$ cat config.mk
export PLATFORM = sky130hd
export DESIGN_NAME = pd_step_divider
export DESIGN_NICKNAME = d
export VERILOG_FILES = /design/src/rtl/pd_step_pkg.sv /design/src/rtl/pd_ref_sync.sv /design/src/rtl/pd_stage_ctrl.sv /design/src/rtl/pd_div_core.sv /design/src/rtl/pd_step_divider.sv
export SDC_FILE = /design/constraint.sdc
export NUM_CORES = 1
export LEC_CHECK = 0
export ABC_AREA = 1
export BUFFER_PORTS_ARGS = -buffer_cell sky130_fd_sc_hd__clkbuf_2
export CORE_ASPECT_RATIO = 1.2
export CORE_UTILIZATION = 56
export DETAILED_ROUTE_END_ITERATION = 12
export PLACE_DENSITY_LB_ADDON = 0.08
export SYNTH_ARGS = -nofsm -noshare
export SYNTH_HDL_FRONTEND = slang
export SYNTH_SLANG_ARGS = --single-unit
export TNS_END_PERCENT = 100
$ cat constraint.sdc
create_clock -name clk_fast -period 1.75 [get_ports clk_fast]
set_clock_uncertainty 0.05 [all_clocks]
set_input_delay 0.35 -clock clk_fast [delete_from_list [all_inputs] [get_ports clk_fast]]
set_output_delay 0.35 -clock clk_fast [all_outputs]
set_load 0.1 [all_outputs]
$ cat src/rtl/pd_step_pkg.sv
// Shared sizing for the stepped post-divider.
// Assumes: ratio exponent 0..3 plus up to PD_STEPS extra stages.
package pd_step_pkg;
    parameter int CODE_W   = 2;
    parameter int PD_STEPS = 4;
    localparam int LVL_W   = $clog2(PD_STEPS + 1);
    localparam int EXP_W   = $clog2((2 ** CODE_W) + PD_STEPS);
    localparam int CNT_W   = (2 ** EXP_W) - 1;
    typedef logic [EXP_W-1:0] exp_t;
    typedef logic [LVL_W-1:0] lvl_t;
endpackage

$ cat src/rtl/pd_ref_sync.sv
// Brings the slow reference clock into the fast domain and emits a
// one-cycle pulse for each rising edge.
// Assumes: each reference level is held for at least three fast cycles.
module pd_ref_sync (
    input  logic clk_fast,
    input  logic rst_n,
    input  logic ref_clk,
    output logic tick
);
    logic [2:0] sh;

    // Two synchronizing flops followed by one history flop.
    always_ff @(posedge clk_fast) begin
        if (!rst_n) sh <= '0;
        else        sh <= {sh[1:0], ref_clk};
    end

    assign tick = sh[1] & ~sh[2];

    // A tick never lasts longer than one cycle.
    assert_tick_single_R8: assert property (@(posedge clk_fast) disable iff (!rst_n)
        tick |=> !tick);
endmodule

$ cat src/rtl/pd_stage_ctrl.sv
// Holds the power-down stage (0 = x1 .. PD_STEPS = x16). It moves one
// stage per reference tick toward the target and reports when it is settled.
// Assumes: tick is a single-cycle pulse in the fast domain.
module pd_stage_ctrl
    import pd_step_pkg::*;
(
    input  logic clk_fast,
    input  logic rst_n,
    input  logic tick,
    input  logic pd_req,
    output lvl_t lvl,
    output logic settled
);
    localparam lvl_t LVL_TOP = lvl_t'(PD_STEPS);

    // Step one stage toward the target on each tick.
    always_ff @(posedge clk_fast) begin
        if (!rst_n)                          lvl <= '0;
        else if (tick && pd_req && lvl != LVL_TOP) lvl <= lvl + 1'b1;
        else if (tick && !pd_req && lvl != '0)     lvl <= lvl - 1'b1;
    end

    assign settled = (lvl == (pd_req ? LVL_TOP : lvl_t'(0)));

    // Stage never exceeds the top.
    assert_lvl_top_R4: assert property (@(posedge clk_fast) disable iff (!rst_n)
        lvl <= LVL_TOP);
    // Without a tick the stage holds.
    assert_paced_R4: assert property (@(posedge clk_fast) disable iff (!rst_n)
        !tick |=> $stable(lvl));
    // Any move is exactly one stage.
    assert_one_step_R5: assert property (@(posedge clk_fast) disable iff (!rst_n)
        !$stable(lvl) |-> ((lvl - $past(lvl)) == lvl_t'(1) || ($past(lvl) - lvl) == lvl_t'(1)));
endmodule

$ cat src/rtl/pd_div_core.sv
// Divides the fast clock by 2**exponent per half period. A new exponent
// is loaded only when the output falls, so both halves of a period match.
// Assumes: exponent target is stable or changes slowly relative to output.
module pd_div_core
    import pd_step_pkg::*;
(
    input  logic clk_fast,
    input  logic rst_n,
    input  exp_t exp_tgt,
    output logic clk_out
);
    exp_t             exp_act;
    logic [CNT_W-1:0] cnt;
    logic [CNT_W:0]   span;
    logic [CNT_W-1:0] last_cnt;
    logic             at_end;

    // Length of the current half period, less one.
    always_comb begin
        span     = (CNT_W+1)'(1) << exp_act;
        last_cnt = CNT_W'(span - (CNT_W+1)'(1));
        at_end   = (cnt == last_cnt);
    end

    // Half-period counter, output toggle, and exponent load at the falling edge.
    always_ff @(posedge clk_fast) begin
        if (!rst_n) begin
            cnt     <= '0;
            clk_out <= 1'b0;
            exp_act <= exp_tgt;
        end else if (at_end) begin
            cnt     <= '0;
            clk_out <= ~clk_out;
            if (clk_out) exp_act <= exp_tgt;
        end else begin
            cnt <= cnt + 1'b1;
        end
    end

    // Counter stays inside the active half period.
    assert_cnt_range_R2: assert property (@(posedge clk_fast) disable iff (!rst_n)
        cnt <= last_cnt);
    // The exponent never changes across a rising output edge.
    assert_rise_hold_R6: assert property (@(posedge clk_fast) disable iff (!rst_n)
        $rose(clk_out) |-> $stable(exp_act));
    // The exponent only changes when the output has just fallen.
    assert_load_on_fall_R7: assert property (@(posedge clk_fast) disable iff (!rst_n)
        !$stable(exp_act) |-> $fell(clk_out));
endmodule

$ cat src/rtl/pd_step_divider.sv
// Top: programmable post-divider (/1,/2,/4,/8) with a staged extra divide
// by 16 for power-down, paced by a reference clock.
// Assumes: clk_out at ratio 1 is half the fast-clock rate.
module pd_step_divider
    import pd_step_pkg::*;
(
    input  logic              clk_fast,
    input  logic              rst_n,
    input  logic              ref_clk,
    input  logic [CODE_W-1:0] ratio_code,
    input  logic              pd_req,
    output logic              clk_out,
    output logic              settled
);
    logic tick;
    lvl_t lvl;
    exp_t exp_tgt;

    // Total exponent is the programmed ratio plus the power-down stage.
    always_comb exp_tgt = exp_t'(ratio_code) + exp_t'(lvl);

    pd_ref_sync u_sync (
        .clk_fast (clk_fast),
        .rst_n    (rst_n),
        .ref_clk  (ref_clk),
        .tick     (tick)
    );

    pd_stage_ctrl u_stage (
        .clk_fast (clk_fast),
        .rst_n    (rst_n),
        .tick     (tick),
        .pd_req   (pd_req),
        .lvl      (lvl),
        .settled  (settled)
    );

    pd_div_core u_div (
        .clk_fast (clk_fast),
        .rst_n    (rst_n),
        .exp_tgt  (exp_tgt),
        .clk_out  (clk_out)
    );

    // A settled power-down means the top stage is reached.
    assert_settled_R9: assert property (@(posedge clk_fast) disable iff (!rst_n)
        (settled && pd_req) |-> (lvl == lvl_t'(PD_STEPS)));
endmodule

Yosys cells after proc, flatten, opt, wreduce, memory -nomap -nowiden
Index checks and enable logic that the tools add are counted.
Word-level totals
  bits in registers: 17
  input bits: 6
  output and inout port bits: 2
  logic and storage cells: 35
Cells by class
  $add $sub $neg: 5
  equality and inequality tests: 5
  shift-type cells: 1
  mux-type cells: 6
  bitwise gates (word level): 4
  reduce and logical (&&, ||, !) cells: 9
Operator list (count)
  $mux 3: 6
  $add 7x1->7 const B: 1
  $eq 7x7->1: 1
  $shl 1x3->7 const A: 1
  $sub 7x1->7 const B: 1
  $logic_and 1x1->1: 4
  $ne 2x1->1 const B: 2
  $add 2x3->3: 1
  $add 3x1->3 const B: 1
  $eq 3x3->1: 1
  $ne 3x3->1 const B: 1
  $not 1->1: 3
  $reduce_bool 3->1: 1
  $sub 3x1->3 const B: 1
  $reduce_and 2->1: 1
  $reduce_bool 2->1: 1
  $reduce_or 2->1: 1
  $and 1x1->1: 1
  $logic_not 1->1: 1

Logic depth before layout (Yosys ltp)
Gate-level depths: netlist (run 1).
  depth in word-level cells: 6
  mapped depth: 11
  gate-level depth less buffers: 11

Cells and area by module
A second synthesis (run 1) with hierarchy kept.
Second synthesis, totals
  cells, all modules: 139
  area, all modules: 983.4 um2
Modules (own cells, without submodules)
  pd_div_core: instances 1, cells each 83, area each 610.6 um2, seq. area each 250.2 um2
  pd_stage_ctrl: instances 1, cells each 34, area each 214.0 um2, seq. area each 60.1 um2
  pd_ref_sync: instances 1, cells each 11, area each 92.6 um2, seq. area each 60.1 um2
  pd_step_divider: instances 1, cells each 11, area each 66.3 um2, seq. area each 0.0 um2

Worst setup path after synthesis (run 1)
Ideal clock, no wire load.
  path type: reg2out
  start point: reg u_stage.lvl[1]
  end point: out settled
  data arrival time: 1.246 ns
  data required time: 1.350 ns
  slack: 0.104 ns
  cell stages (with the launch flop): 6
  path buffers: 0
  cells stage by stage: dfxtp_1 > inv_1 > nand2_1 > a21oi_1 > nand2_1 > inv_1
Between the ends
  longest elaborated chain between the ends: 1
RTL lines
  from (decl): RTL line pd_stage_ctrl.sv:11  | output lvl_t lvl,
  from (signal assigned): RTL line pd_stage_ctrl.sv:19  | else if (tick && pd_req && lvl != LVL_TOP) lvl <= lvl + 1'b1;
  from (signal assigned): RTL line pd_stage_ctrl.sv:20  | else if (tick && !pd_req && lvl != '0) lvl <= lvl - 1'b1;
  $eq 3x3->1: RTL line pd_stage_ctrl.sv:23  | assign settled = (lvl == (pd_req ? LVL_TOP : lvl_t'(0)));
  to (decl): RTL line pd_step_divider.sv:13  | output logic settled
No other way between the ends.

Worst setup path after layout (run 1)
  start point: reg u_stage.lvl[0]
  end point: out settled
The elaborated chain is that of the path after synthesis.

==> qor.yml, run 1 <==
power_switching_mw: 0.2328
cts_buffer_depth: 2
syn_inst: 127
clkTransAtPathRegs_ps: 100
clock_sinks: 17
seqPwrFrac: 0.554
crit_type: "reg2out"
hold_violations: 0
dieArea_mm2: 0.001778
clkPwrFrac: 0.254
pre_cts_ws_ps: 62.14
rsz0062_at_grt: "false"
slew_headroom: 0.6412
p_int_mw: 0.5620
status: "completed"
dp_hpwl_um: 1288
cts_hold_buf: 0
crit_path_end: "settled"
setup_ws_ps: 87.61
port-buffer-count: 7
grt_max_degree: 11
worstSkewPairLatency_ps: 280
worst_pin_slew_ps: 540.5
final_common_cell: "nand2_1"
post_drt_wl_per_cell_um: 9.867
drc: 0
dpl_cell_area_um2: 989.7
first_pass_iters: 4
start_util: 0.6171
setup_viol: 0
required_ps: 1350
endpoint_kind: "output port"
post-route-period-util: 0.9499
leakagePower_nw: 0.5002
finalNetCount: 152
layout_common_cells: "31 x nand2_1, 24 x inv_1, 13 x nor2_1"
drt-initial-drc-count: 10
io_pins: 8
max-vdd-ir-drop_v: 0.0006100
powerDensity_mw_per_mm2: 759.8
core.rowCount: 15
total_power_mw: 0.7948
combPwrFrac: 0.192
num_antenna_cells: 0
hp-class: "in2reg"
tritoncts: "built"
reg2reg_from: "u_sync.sh[1]"
htree_levels: 1
design_area_mm2: 0.001046
yosysTopAreaCellShare: 0.3102
slew_viol_final: 0
fin_setup_tns_ps: 0
ys_types: 18
gp_congestion: 0.7524
r2r_slack_ps: 110
overflow: 0
dp_cells: 153
synth_top_cell_by_area: "dfxtp_1"
ys_ff_latch: 17
reg2regPathDepth: 11
crit_arrival_ps: 1260
synth_seq_area_share: 0.4100
ys_warn_count: 0
cts_root_buf: "clkbuf_4"
routed_wl_um: 1559
path_max_fanout: 3
numCtsBuffers: 3
grt_pass1_wl_um: 2642
grt_use_total: 0.2162
num_vias: 791
drive_gt1_frac: 0.1986
syn_area_um2: 903.4
syn_avg_cell_area_um2: 7.113
postRouteAntennaNets: 0
finalCriticalPeriod_ps: 1662
antenna_found_initial: 0
core_mm2: 0.001464
synth_fp_nets: 137
drv_cap: 0
reg2reg_to: "u_stage.lvl[2]"
netlist_top_cells_area: "dfxtp_1 31%, nand2_1 13%, inv_1 11%"
fmax_mhz: 601.5
switching_share: 0.2928
cp-start-kind: "register"
die_y_um: 46.00
die_w_um: 38.67
crit_start: "u_stage.lvl[0]"
fin_cells: 158
vias_per_cell: 5.006
grt_pass1_vias: 703
area_growth_pct: 15.79
==> power by group through the flow <==
stage	Clock (mW)	Combinational, mW	Sequential [mW]
global placement	0	0.141	0.447
CTS	0.209	0.150	0.438
detailed placement	0	0.145	0.447
finish	0.202	0.153	0.440
global route	0.229	0.174	0.444
floorplan	0	0.0974	0.450
==> cells by family after synthesis <==
family	Yosys count	share of synthesized area
buf+inv	27	0.1122
xor+xnor	6	0.05817
compound gates	10	0.05539
flops	17	0.4100
fa+ha+maj	4	0.07202
simple gates	63	0.2923
==> worst min-delay path by stage <==
stage	cells after the start	to	start	slack, ps
floorplan	2	u_sync.sh[1]	u_sync.sh[0]	340
detailed placement	2	u_sync.sh[2]	u_sync.sh[1]	370
global route	3	u_sync.sh[0]	ref_clk	180
global placement	2	u_sync.sh[1]	u_sync.sh[0]	350
finish	3	u_sync.sh[0]	ref_clk	200
CTS	3	u_sync.sh[0]	ref_clk	190
==> per-stage QoR <==
stage | util | hold WS, ps
floorplan | - | 340.0
global placement | 0.6761 | 347.2
detailed placement | 0.6761 | 368.0
CTS | 0.7009 | 191.3
global route | 0.7145 | 184.0
finish | 0.7145 | 195.3
==> registers in the layout, summed over array words and instances, names as in the netlist <==
signal and count:
u_sync.sh 3, u_div.cnt 7, u_stage.lvl 3, u_div.exp_act 3, u_div.clk_out 1
==> timing repair <==
| action | 4_1_cts | 5_1_grt |
|---|---|---|
| pin swaps | 1 | 1 |
| gates resized for setup | 3 | 9 |
| endpoints found under the setup margin | 1 | 12 |
| setup buffers | 1 | 0 |
==> final cells by class <==
cell class	instances	area (µm²)
repair buffers	10	76.32
well taps	17	21.27
flip-flops and latches	17	374.1
inverters	27	103.9
multi-input cells	83	442.9
fillers	128	417.9
clock inverters	1	5.005
clock buffers	3	22.52
==> synth_stat cells <==
cell type  count
dfxtp_1       14
xnor2_1        2
xor2_1         4
nand2_2        1
o21ai_0        3
nand4_1        1
edfxtp_1       3
ha_1           2
fa_1           2
nor2_1        14
o21ai_1        1
nor2_2         2
or2_2          1
nand3_1       10
nand2_1       32
inv_1         27
nor3_1         2
a21oi_1        6
==> worst max-delay path: stages, from the launching register on <==
cell	delay, ps
dfxtp_2	340
buf_6	120
inv_4	50
nand2_2	50
a21oi_2	90
nand2_1	90
inv_2	80
buf_12	170
==> routing by layer <==
layer	routed length [µm]	vias up	track usage
met1	640	363	0.2112
met3	37	2	0.05392
met5	0	-	0
met2	860	9	0.4033
met4	21	0	0.1103
li1	-	417	-
(Power assumes the default switching activity.)
==> inputs of run 2 (changes only) <==
MAX_ROUTING_LAYER = met4   (was default)
==> qor.yml, run 2 (synthesis gave the netlist of run 1 again) <==
cts_buffer_depth: 2
core.rowCount: 15
required_ps: 1350
power_switching_mw: 0.2330
grt_max_degree: 11
cts_hold_buf: 0
post_drt_wl_per_cell_um: 9.867
grt_use_total: 0.2225
p_int_mw: 0.5621
cp-start-kind: "register"
top_register: "u_div.cnt"
hp-class: "in2reg"
finalCriticalPeriod_ps: 1663
io_pins: 8
holdWs_ps: 194.8
vias_per_cell: 5.006
fmax_mhz: 601.4
max-vdd-ir-drop_v: 0.0006099
nFillCells: 128
dpl_cell_area_um2: 989.7
pre_cts_ws_ps: 62.14
holdPathStages: 3
rsz0062_at_grt: "false"
total_power_mw: 0.7951
path_max_fanout: 3
drc: 0
worst_pin_slew_ps: 540.5
area_growth_pct: 15.79
port-buffer-count: 7
start_util: 0.6171
core_mm2: 0.001464
endpoint_kind: "output port"
gp_congestion: 0.7622
htree_levels: 1
clkPwrFrac: 0.255
grt_pass1_wl_um: 2642
largest_reg_flops: 7
combPwrFrac: 0.192
finalNetCount: 152
final_common_cell: "nand2_1"
worstSkewPairLatency_ps: 280
drive_gt1_frac: 0.1986
slew_headroom: 0.6412
reg2regPathDepth: 11
cts_root_buf: "clkbuf_4"
routed_wl_um: 1559
antenna_found_initial: 0
tritoncts: "built"
crit_arrival_ps: 1260
hold_violations: 0
post-route-period-util: 0.9502
status: "completed"
overflow: 0
drv_cap: 0
clock_sinks: 17
num_vias: 791
num_antenna_cells: 0
crit_chain: "buf_6 > inv_4 > nand2_2 > a21oi_2 > nand2_1 > inv_2 > buf_12"
crit_type: "reg2out"
die_y_um: 46.00
seqPwrFrac: 0.553
layout_common_cells: "31 x nand2_1, 24 x inv_1, 13 x nor2_1"
critPathMaxStageDelay_ps: 340
slew_viol_final: 0
dieArea_mm2: 0.001778
switching_share: 0.2931
grt_pass1_vias: 702
leakagePower_nw: 0.5002
drt-initial-drc-count: 9
die_w_um: 38.67
design_area_mm2: 0.001046
setup_ws_ps: 87.14
numCtsBuffers: 3
powerDensity_mw_per_mm2: 760.1
setup_viol: 0
dp_hpwl_um: 1288
fin_setup_tns_ps: 0
postRouteAntennaNets: 0
clkTransAtPathRegs_ps: 100
crit_path_top_delay_cell: "dfxtp_2"
first_pass_iters: 4
-- run 2: timing repair --
item / 4_1_cts / 5_1_grt
setup endpoints to repair: 1 / 12
gates resized for setup: 3 / 9
buffers inserted: 1 / 0
pin swaps: 1 / 1
-- run 2: path summary, 6_finish.rpt --
kind | to | slack [ps] | startpoint
worst max register to register | u_stage.lvl[2] | 110 | u_sync.sh[1]
worst min register to register | u_sync.sh[2] | 380 | u_sync.sh[1]
worst min-delay path | u_sync.sh[0] | 190 | ref_clk
worst max-delay path | settled | 90 | u_stage.lvl[0]
-- run 2: metrics by stage --
step	instances	util
6_report	158	0.7145
5_1_grt	158	0.7145
4_1_cts	158	0.7009
3_5_place_dp	153	0.6761
3_3_place_gp	153	0.6761
2_1_floorplan	127	-
-- run 2: layer usage --
metal  track usage  vias to the layer above  wire length [µm]
met3       0.05392                        2                42
li1              -                      417                 -
met2        0.4033                       11               860
met5             -                        -                 0
met1        0.2112                      361               635
met4        0.1103                        0                21
-- run 2: final cells by class --
| type | instances | area (µm²) | area share |
|---|---|---|---|
| Clock buffer | 3 | 22.52 | 0.02153 |
| Multi-Input combinational cell | 83 | 442.9 | 0.4234 |
| Sequential cell | 17 | 374.1 | 0.3577 |
| Clock inverter | 1 | 5.005 | 0.004785 |
| Inverter | 27 | 103.9 | 0.09928 |
| Timing Repair Buffer | 10 | 76.32 | 0.07297 |
| Tap cell | 17 | 21.27 | 0.02033 |
-- run 2: power groups by stage --
| stage | Clock, mW | Combinational (mW) | Sequential (mW) |
|---|---|---|---|
| 4_1_cts | 0.209 | 0.150 | 0.438 |
| 3_3_place_gp | 0 | 0.141 | 0.447 |
| 2_1_floorplan | 0 | 0.0974 | 0.450 |
| 6_report | 0.203 | 0.153 | 0.440 |
| 5_1_grt | 0.229 | 0.174 | 0.444 |
| 3_5_place_dp | 0 | 0.145 | 0.447 |
-- run 2: critical path: cells and delay by family, from the launching register on --
kind / cells / cell delay, ps
and+or+nand+nor: 2 / 140
AOI/OAI and AO/OA: 1 / 90
DFF: 1 / 340
buffers and inverters: 4 / 420
